===== config.mk =====
export PLATFORM = sky130hd
export DESIGN_NAME = eeprom_id_probe
export DESIGN_NICKNAME = d
export VERILOG_FILES = /design/src/rtl/eid_pkg.sv /design/src/rtl/eid_bus_cycle.sv /design/src/rtl/eid_wait_timer.sv /design/src/rtl/eeprom_id_probe.sv
export SDC_FILE = /design/constraint.sdc
export NUM_CORES = 1
export LEC_CHECK = 0
export ABC_CLOCK_PERIOD_IN_PS = 2860
export BUFFER_PORTS_ARGS = -buffer_cell sky130_fd_sc_hd__buf_4
export CAP_MARGIN = 20
export CORE_MARGIN = 2
export CORE_UTILIZATION = 55
export CTS_CLUSTER_DIAMETER = 40
export DETAILED_ROUTE_END_ITERATION = 10
export PLACE_DENSITY = 0.82
export SYNTH_ARGS = -nofsm -noshare
export SYNTH_HDL_FRONTEND = slang
export SYNTH_HIERARCHICAL = 1
export SYNTH_SLANG_ARGS = --single-unit

===== constraint.sdc =====
create_clock -name clk -period 2.86 [get_ports clk]
set_input_delay 0.143 -clock clk [delete_from_list [all_inputs] [get_ports clk]]
set_output_delay 0.143 -clock clk [all_outputs]
set_load 0.05 [all_outputs]

===== src/rtl/eid_pkg.sv =====
package eid_pkg;

    localparam int DQ_W = 8;

    typedef enum logic [2:0] {
        S_IDLE,
        S_ENTER_CMD,
        S_ENTER_WAIT,
        S_READ_MFR,
        S_READ_DEV,
        S_EXIT_CMD,
        S_EXIT_WAIT,
        S_REPORT
    } probe_state_t;

    typedef enum logic [1:0] {
        B_IDLE,
        B_SETUP,
        B_STROBE,
        B_HOLD
    } bus_state_t;

    typedef struct packed {
        logic [15:0]     addr;
        logic [DQ_W-1:0] data;
    } cmd_word_t;

    localparam logic [15:0]     UNLOCK_ADDR_A = 16'h5555;
    localparam logic [15:0]     UNLOCK_ADDR_B = 16'h2AAA;
    localparam logic [DQ_W-1:0] KEY_FIRST     = 8'hAA;
    localparam logic [DQ_W-1:0] KEY_SECOND    = 8'h55;
    localparam logic [DQ_W-1:0] OP_ID_ENTER   = 8'h90;
    localparam logic [DQ_W-1:0] OP_ID_LEAVE   = 8'hF0;

    // Command word for step 0..2 of either the entry or the exit sequence.
    function automatic cmd_word_t cmd_word(input logic [1:0] step, input logic leaving);
        cmd_word_t w;
        case (step)
            2'd0:    begin w.addr = UNLOCK_ADDR_A; w.data = KEY_FIRST;  end
            2'd1:    begin w.addr = UNLOCK_ADDR_B; w.data = KEY_SECOND; end
            default: begin
                w.addr = UNLOCK_ADDR_A;
                w.data = leaving ? OP_ID_LEAVE : OP_ID_ENTER;
            end
        endcase
        return w;
    endfunction

endpackage


===== src/rtl/eid_bus_cycle.sv =====
module eid_bus_cycle
    import eid_pkg::*;
#(
    parameter int ADDR_W  = 18,
    parameter int WE_CLKS = 2,
    parameter int RD_CLKS = 2
) (
    input  logic              clk,
    input  logic              rst_n,
    input  logic              req_i,
    input  logic              rd_i,
    input  logic [ADDR_W-1:0] addr_i,
    input  logic [DQ_W-1:0]   wdata_i,
    output logic              done_o,
    output logic [DQ_W-1:0]   rdata_o,
    output logic [ADDR_W-1:0] bus_addr_o,
    output logic [DQ_W-1:0]   bus_dq_o,
    output logic              bus_dq_oe_o,
    input  logic [DQ_W-1:0]   bus_dq_i,
    output logic              ce_n_o,
    output logic              oe_n_o,
    output logic              we_n_o
);

    localparam int MAX_CLKS = (WE_CLKS > RD_CLKS) ? WE_CLKS : RD_CLKS;
    localparam int CW       = $clog2(MAX_CLKS + 1);
    localparam logic [CW-1:0] WE_LAST = CW'(WE_CLKS - 1);
    localparam logic [CW-1:0] RD_LAST = CW'(RD_CLKS - 1);

    bus_state_t        bstate;
    logic [CW-1:0]     cnt;
    logic [ADDR_W-1:0] addr_q;
    logic [DQ_W-1:0]   data_q;
    logic              rd_q;
    logic [DQ_W-1:0]   rdata_q;
    logic              strobe_last;

    assign strobe_last = rd_q ? (cnt == RD_LAST) : (cnt == WE_LAST);

    always_ff @(posedge clk or negedge rst_n) begin
        if (!rst_n) begin
            bstate  <= B_IDLE;
            cnt     <= '0;
            addr_q  <= '0;
            data_q  <= '0;
            rd_q    <= 1'b0;
            rdata_q <= '0;
        end else begin
            unique case (bstate)
                B_IDLE: begin
                    if (req_i) begin
                        bstate <= B_SETUP;
                        addr_q <= addr_i;
                        data_q <= wdata_i;
                        rd_q   <= rd_i;
                        cnt    <= '0;
                    end
                end
                B_SETUP: bstate <= B_STROBE;
                B_STROBE: begin
                    if (strobe_last) begin
                        bstate <= B_HOLD;
                        if (rd_q) rdata_q <= bus_dq_i;
                    end else begin
                        cnt <= cnt + 1'b1;
                    end
                end
                B_HOLD: bstate <= B_IDLE;
                default: bstate <= B_IDLE;
            endcase
        end
    end

    always_comb begin
        ce_n_o      = (bstate == B_IDLE);
        we_n_o      = !((bstate == B_STROBE) && !rd_q);
        oe_n_o      = !((bstate == B_STROBE) && rd_q);
        bus_dq_oe_o = (bstate != B_IDLE) && !rd_q;
        bus_addr_o  = addr_q;
        bus_dq_o    = data_q;
        done_o      = (bstate == B_HOLD);
        rdata_o     = rdata_q;
    end

endmodule


===== src/rtl/eid_wait_timer.sv =====
module eid_wait_timer #(
    parameter int WAIT_CLKS = 2_000_000
) (
    input  logic clk,
    input  logic rst_n,
    input  logic run_i,
    output logic expired_o
);

    localparam int CW = (WAIT_CLKS > 1) ? $clog2(WAIT_CLKS) : 1;
    localparam logic [CW-1:0] LAST = CW'(WAIT_CLKS - 1);

    logic [CW-1:0] cnt;

    assign expired_o = run_i && (cnt == LAST);

    always_ff @(posedge clk or negedge rst_n) begin
        if (!rst_n)         cnt <= '0;
        else if (!run_i)    cnt <= '0;
        else if (!expired_o) cnt <= cnt + 1'b1;
    end

endmodule


===== src/rtl/eeprom_id_probe.sv =====
module eeprom_id_probe
    import eid_pkg::*;
#(
    parameter int          ADDR_W    = 18,
    parameter int          WE_CLKS   = 2,
    parameter int          RD_CLKS   = 2,
    parameter int          WAIT_CLKS = 2_000_000,
    parameter logic [7:0]  MFR_ID    = 8'hBF,
    parameter logic [7:0]  DEV_ID    = 8'h12
) (
    input  logic              clk,
    input  logic              rst_n,
    input  logic              start_i,
    output logic [ADDR_W-1:0] mem_addr_o,
    output logic [7:0]        mem_dq_o,
    output logic              mem_dq_oe_o,
    input  logic [7:0]        mem_dq_i,
    output logic              mem_ce_n_o,
    output logic              mem_oe_n_o,
    output logic              mem_we_n_o,
    output logic              done_o,
    output logic              match_o
);

    probe_state_t      state, state_nx;
    logic [1:0]        step;
    logic [DQ_W-1:0]   mfr_q;
    logic              id_ok_q;
    logic              match_q;

    logic              op_req, op_rd, op_done;
    logic [ADDR_W-1:0] op_addr;
    logic [DQ_W-1:0]   op_data, op_rdata;
    logic              wait_run, wait_expired;
    logic              in_cmd;
    cmd_word_t         cw;

    assign in_cmd   = (state == S_ENTER_CMD) || (state == S_EXIT_CMD);
    assign wait_run = (state == S_ENTER_WAIT) || (state == S_EXIT_WAIT);

    eid_bus_cycle #(
        .ADDR_W (ADDR_W),
        .WE_CLKS(WE_CLKS),
        .RD_CLKS(RD_CLKS)
    ) u_bus (
        .clk        (clk),
        .rst_n      (rst_n),
        .req_i      (op_req),
        .rd_i       (op_rd),
        .addr_i     (op_addr),
        .wdata_i    (op_data),
        .done_o     (op_done),
        .rdata_o    (op_rdata),
        .bus_addr_o (mem_addr_o),
        .bus_dq_o   (mem_dq_o),
        .bus_dq_oe_o(mem_dq_oe_o),
        .bus_dq_i   (mem_dq_i),
        .ce_n_o     (mem_ce_n_o),
        .oe_n_o     (mem_oe_n_o),
        .we_n_o     (mem_we_n_o)
    );

    eid_wait_timer #(
        .WAIT_CLKS(WAIT_CLKS)
    ) u_wait (
        .clk      (clk),
        .rst_n    (rst_n),
        .run_i    (wait_run),
        .expired_o(wait_expired)
    );

    // Next-state logic
    always_comb begin
        state_nx = state;
        unique case (state)
            S_IDLE:       if (start_i)                    state_nx = S_ENTER_CMD;
            S_ENTER_CMD:  if (op_done && step == 2'd2)    state_nx = S_ENTER_WAIT;
            S_ENTER_WAIT: if (wait_expired)               state_nx = S_READ_MFR;
            S_READ_MFR:   if (op_done)                    state_nx = S_READ_DEV;
            S_READ_DEV:   if (op_done)                    state_nx = S_EXIT_CMD;
            S_EXIT_CMD:   if (op_done && step == 2'd2)    state_nx = S_EXIT_WAIT;
            S_EXIT_WAIT:  if (wait_expired)               state_nx = S_REPORT;
            S_REPORT:                                     state_nx = S_IDLE;
            default:                                      state_nx = S_IDLE;
        endcase
    end

    // State register, command step and captured results
    always_ff @(posedge clk or negedge rst_n) begin
        if (!rst_n) begin
            state   <= S_IDLE;
            step    <= 2'd0;
            mfr_q   <= '0;
            id_ok_q <= 1'b0;
            match_q <= 1'b0;
        end else begin
            state <= state_nx;
            if (in_cmd && op_done)
                step <= (step == 2'd2) ? 2'd0 : step + 2'd1;
            if (state == S_READ_MFR && op_done)
                mfr_q <= op_rdata;
            if (state == S_READ_DEV && op_done)
                id_ok_q <= (mfr_q == MFR_ID) && (op_rdata == DEV_ID);
            if (state == S_EXIT_WAIT && wait_expired)
                match_q <= id_ok_q;
        end
    end

    // Outputs decoded from the state
    always_comb begin
        op_req  = 1'b0;
        op_rd   = 1'b0;
        op_addr = '0;
        op_data = '0;
        done_o  = 1'b0;
        cw      = cmd_word(step, state == S_EXIT_CMD);
        unique case (state)
            S_ENTER_CMD, S_EXIT_CMD: begin
                op_req  = 1'b1;
                op_addr = ADDR_W'(cw.addr);
                op_data = cw.data;
            end
            S_READ_MFR: begin
                op_req  = 1'b1;
                op_rd   = 1'b1;
                op_addr = ADDR_W'(0);
            end
            S_READ_DEV: begin
                op_req  = 1'b1;
                op_rd   = 1'b1;
                op_addr = ADDR_W'(1);
            end
            S_REPORT: done_o = 1'b1;
            default: ;
        endcase
        match_o = match_q;
    end

endmodule


Word level (Yosys, flattened, before mapping)
Index checks and enable logic that the tools add are counted.
- flip-flop bits (word level): 75
- input bits: 11
- output and inout port bits: 32
- logic and storage cells: 94
- add/sub/neg operators: 3
- equal/unequal tests: 27
- mux-type cells: 24
- reduce and logical (&&, ||, !) cells: 28
- operators with widths (operator ; count):
    $pmux W23 S2 ; 1
    $mux W21 ; 2
    $pmux W16 S2 ; 1
    $pmux W3 S8 ; 1
    $add A21 B1 Y21 const B ; 1
    $eq A21 B21 Y1 const B ; 1
    $mux W3 ; 7
    $ne A2 B2 Y1 const B ; 7
    $eq A3 B3 Y1 const B ; 4
    $logic_and A1 B1 Y1 ; 10
    $mux W2 ; 5
    $eq A8 B5 Y1 const B ; 1
    $eq A8 B8 Y1 const B ; 1
    $mux W8 ; 1
    $ne A2 B1 Y1 const B ; 4
    $pmux W2 S4 ; 1
    $mux W7 ; 1
    $reduce_and A7 Y1 ; 1
    $eq A2 B1 Y1 const B ; 3
    $eq A2 B2 Y1 const B ; 3
    $eq A3 B2 Y1 const B ; 2
    $reduce_and A3 Y1 ; 2
    $add A2 B1 Y2 const B ; 2
    $logic_not A2 Y1 ; 2
    other kinds (10) ; 18

Depth between registers and ports, before layout
- depth in word-level cells: 5
- depth in mapped cells: 9
- gate-level depth less buffers: 8

Cells and area by module
Netlist, hierarchy kept.
- by module, submodules not included (module ; instances ; cells an instance ; area an instance (um^2)):
    eid_bus_cycle ; 1 ; 101 ; 1691.6
    eid_wait_timer ; 1 ; 116 ; 1138.6
    eeprom_id_probe ; 1 ; 75 ; 802.0

Least setup slack after synthesis
Ideal clock, no wire load.
- path kind: flip-flop to flip-flop
- from: register u_wait.cnt[14]
- to: register match_q (netlist: match_o)
- library setup time: 0.125 ns
- arrival: 2.049 ns
- slack: 0.686 ns
- stages on the path, launching flop included: 8
- path buffers: 0
- cell sequence: dfrtp_1 > or4b_1 > nor4_1 > nand2_1 > nor2_1 > nand2_1 > nor2_1 > mux2_2
- longest elaborated chain between the ends: 3
- RTL lines (element ; RTL line ; source):
    start: declaration ; eid_wait_timer.sv:13 ; logic [CW-1:0] cnt;
    start signal: assignment ; eid_wait_timer.sv:20 ; else if (!expired_o) cnt <= cnt + 1'b1;
    $eq A21 B21 Y1 ; eid_wait_timer.sv:15 ; assign expired_o = run_i && (cnt == LAST);
    $logic_and A1 B1 Y1 ; eid_wait_timer.sv:15 ;
    via wait_expired ; eeprom_id_probe.sv:34 ; logic wait_run, wait_expired;
    $logic_and A1 B1 Y1 ; eeprom_id_probe.sv:104 ; if (state == S_EXIT_WAIT && wait_expired)
    end signal: assignment ; eeprom_id_probe.sv:105 ; match_q <= id_ok_q;
    end: declaration ; eeprom_id_probe.sv:29 ; logic match_q;
The timed path passes the listed nets, and every way through them passes these cells.
A chain may end at the register's enable or synchronous reset.

Worst setup path after layout
Ends and elaborated chain as after synthesis.

==> impl_metrics.toml <==
[finish]
nFillCells = 473
syn_to_final_growth_pct = 15.54
antenna_cells = 0
final_common_cell = "dfrtp_1"
final_cell_area_mm2 = 0.004197
layout_common_cells = "dfrtp_1, buf_4, mux2_2"
seq_area_mm2 = 0.001877
num-nets-final = 358
layout-drive-gt1-share_pct = 33.72
layoutNonFillerInstCount = 421
multi_input_area_mm2 = 0.001664

[power]
power.share.switching_pct = 21.38
clockPowerShare_pct = 41.3
power_frac_seq_pct = 55.9
p_sw_w = 0.0004108
power.density_mw_per_mm2 = 457.9
ir_worst_vdd_v = 0.0004868
pwr-share-comb_pct = 2.8
power_leakage_nw = 1.960
p_int_w = 0.001511

[setup_path]
start_kind = "flip-flop"
reg2reg_slack_ns = 0.41
cp.arrival_ns = 2.68
path_cells = "or4b_1 > nor4_1 > nand2_1 > nor2_1 > nand2_1 > nor2_1 > mux2_2"
critPathKind = "reg2reg"
slowest_delay_ns = 0.59
rr_worst_depth = 7
r2r-end = "match_o$_DFFE_PN0P_"
endpoint_kind = "flip-flop"
slowest_stage = "or4b_1"
crit_family = "simple AND/OR/NAND/NOR gates"
path_depth = 7
rr_startpoint = "u_wait/cnt[14]$_DFFE_PN0P_"
crit_path_start = "u_wait/cnt[14]$_DFFE_PN0P_"
crit_path_end = "match_o$_DFFE_PN0P_"
critPathBufInv = 0
path_max_fanout = 5
required_ns = 3.08

[grt]
antenna_found_initial = 0
grt_overflow = 0
grt_use_met2_pct = 31.39
top_usage_layer = "met2"
grt_pass1_vias = 2388
grt_usage_pct = 19.95
grtUsageMet1_pct = 26.96
grt_max_degree = 76
grt_pass1_wl_mm = 11.56
met3_usage_pct = 4.961

[floorplanning]
die_w_um = 85.27
num_rows = 29
coreArea_mm2 = 0.006386
die_y_um = 85.27
start_util_pct = 56.88
io_pins = 43
floorplan.die_area_mm2 = 0.007270

[job]
drv_cap = 0

[placement]
gp_congestion = 0.8198
numPortBuffers = 42
dp.cells = 405
hpwlAfterDp_mm = 4.484
dp_slack_ns = 0.4569
postPlaceCellArea_mm2 = 0.003994

[synthesis]
yosysUniqueCellTypes = 54
ys_async_sr_fraction_pct = 100.0
synth_edf_count = 0
synth_seq_cells = 75
ys.flop_type = "dfrtp_1"
yosysWarningCount = 6
syn_inst = 292
syn_area_mm2 = 0.003632
syn_area_per_cell_um2 = 12.44
yosysSeqAreaShare_pct = 51.67

[timing]
tightest_slew_ns = 0.9315
finalSetupViolCount = 0
fin_skew_ns = 0.007632
post-route-period-util_pct = 85.70
drv_slew = 0
slew_headroom_pct = 37.90
fmax_mhz = 408.0
holdWs_ns = 0.03466
finalHoldViolCount = 0
layout_min_cycle_time_ns = 2.451
rsz0062_at_grt = "no"
setup_slack_ns = 0.4089
finalSetupTns_ns = 0

[clock_tree]
clk_path_buf_depth = 2
tritoncts = "yes"
cts_root_buf = "clkbuf_8"
htreeDepth = 3
clock_latency_ns = 0.33
cts_buffers = 9
cts_sinks = 75
clkTransAtPathRegs_ns = 0.08
ctsResizeCount = 0

[routing]
remaining_drc_errors = 0
wl_mm = 6.710
drtIter0Drc = 158
vias_per_cell = 5.781
detail-route-antenna-nets = 0
first_pass_iters = 4
via_count = 2434
post_drt_wl_per_cell_um = 15.94

[hold_path]
hp-class = "in2reg"

[outcome]
status = "finished clean"
-- cell type report --
| class | count | area share [%] |
|---|---|---|
| clock buffers | 11 | 3.369 |
| well taps | 77 | 2.296 |
| flip-flops and latches | 75 | 44.72 |
| multi-input cells | 202 | 39.65 |
| clock inverters | 4 | 1.222 |
| repair buffers | 45 | 8.110 |
| inverters | 7 | 0.6261 |
-- Yosys cell counts (4+ instances only) --
master / instances / share of area, %
nand3_1: 8 / 1.1
mux2_2: 26 / 8.1
mux2_4: 20 / 8.3
nand2_1: 20 / 2.1
mux2i_1: 4 / 1.1
nand2b_1: 6 / 1.0
dfrtp_1: 75 / 52
o21ai_0: 10 / 1.4
or3_1: 6 / 1.0
nor2b_1: 4 / 0.69
nor2_1: 16 / 1.7
nor4_1: 4 / 0.69
inv_1: 6 / 0.62
ha_1: 7 / 2.4
xnor2_1: 5 / 1.2
nand4_1: 6 / 1.0
a21oi_1: 11 / 1.5
-- flip-flops by register name (all words and copies together) (netlist names) --
| signal | cells |
|---|---|
| u_bus/bstate | 2 |
| match_o | 1 |
| u_bus/bus_addr_o | 18 |
| step | 2 |
| u_bus/rd_q | 1 |
| state | 3 |
| u_wait/cnt | 21 |
| u_bus/bus_dq_o | 8 |
| u_bus/cnt | 2 |
| mfr_q | 8 |
| u_bus/rdata_o | 8 |
| id_ok_q | 1 |
-- power groups by stage --
stage | Combinational [W] | Sequential (W) | Clock [W]
detailed placement | 0.0000538 | 0.00110 | 0
finish | 0.0000530 | 0.00107 | 0.000794
global route | 0.0000603 | 0.00107 | 0.000864
floorplan | 0.0000103 | 0.00110 | 0
CTS | 0.0000551 | 0.00107 | 0.000817
global placement | 0.0000527 | 0.00109 | 0
-- layer usage --
layer | wire [µm] | part of all wire [%]
met3 | 283 | 4.2
met1 | 2987 | 45
met4 | 130 | 1.9
met5 | 0 | 0
met2 | 3309 | 49
-- worst min-delay path by stage --
stage                            from                           end  slack [ns]  cells after the start
final                     mem_dq_i[0]  u_bus/rdata_o[0]$_DFFE_PN0P_        0.03                      2
after global routing      mem_dq_i[4]  u_bus/rdata_o[4]$_DFFE_PN0P_        0.02                      2
after CTS                 mem_dq_i[5]  u_bus/rdata_o[5]$_DFFE_PN0P_        0.02                      2
after detailed placement        rst_n      u_bus/cnt[1]$_DFFE_PN0P_        0.35                      1
after global placement          rst_n     u_wait/cnt[0]$_DFFE_PN0P_        0.34                      1
after floorplan                 rst_n           id_ok_q$_DFFE_PN0P_       -0.15                      0
-- worst register-to-register path: cells and delay by family (launching register included) --
kind             cells  cell delay (ns)
and+or+nand+nor      6             1.55
DFF                  1             0.45
muxes                1             0.33
-- metrics by stage --
step	utilization (%)	power, W
2_1_floorplan	-	0.001111
3_3_place_gp	62.54	0.001147
3_5_place_dp	62.54	0.001149
4_1_cts	65.71	0.001946
5_1_grt	65.71	0.001999
6_report	65.71	0.001921
-- kinds of logic after synthesis --
logic type	synth area share, %
XOR/XNOR	1.688
AND/OR/NAND/NOR	17.29
buffers and inverters	2.721
adder cells (fa/ha/maj)	2.411
multiplexers	17.74
flip-flops	51.67
other	0.1032
AO/OA/AOI/OAI	6.373
-- what timing repair did --
action / in CTS / in global routing
buffers inserted: 0 / 0
hold buffers: 1 / 0
endpoints found under the hold margin: 75 / 0
Power figures use the tool's default switching activity.
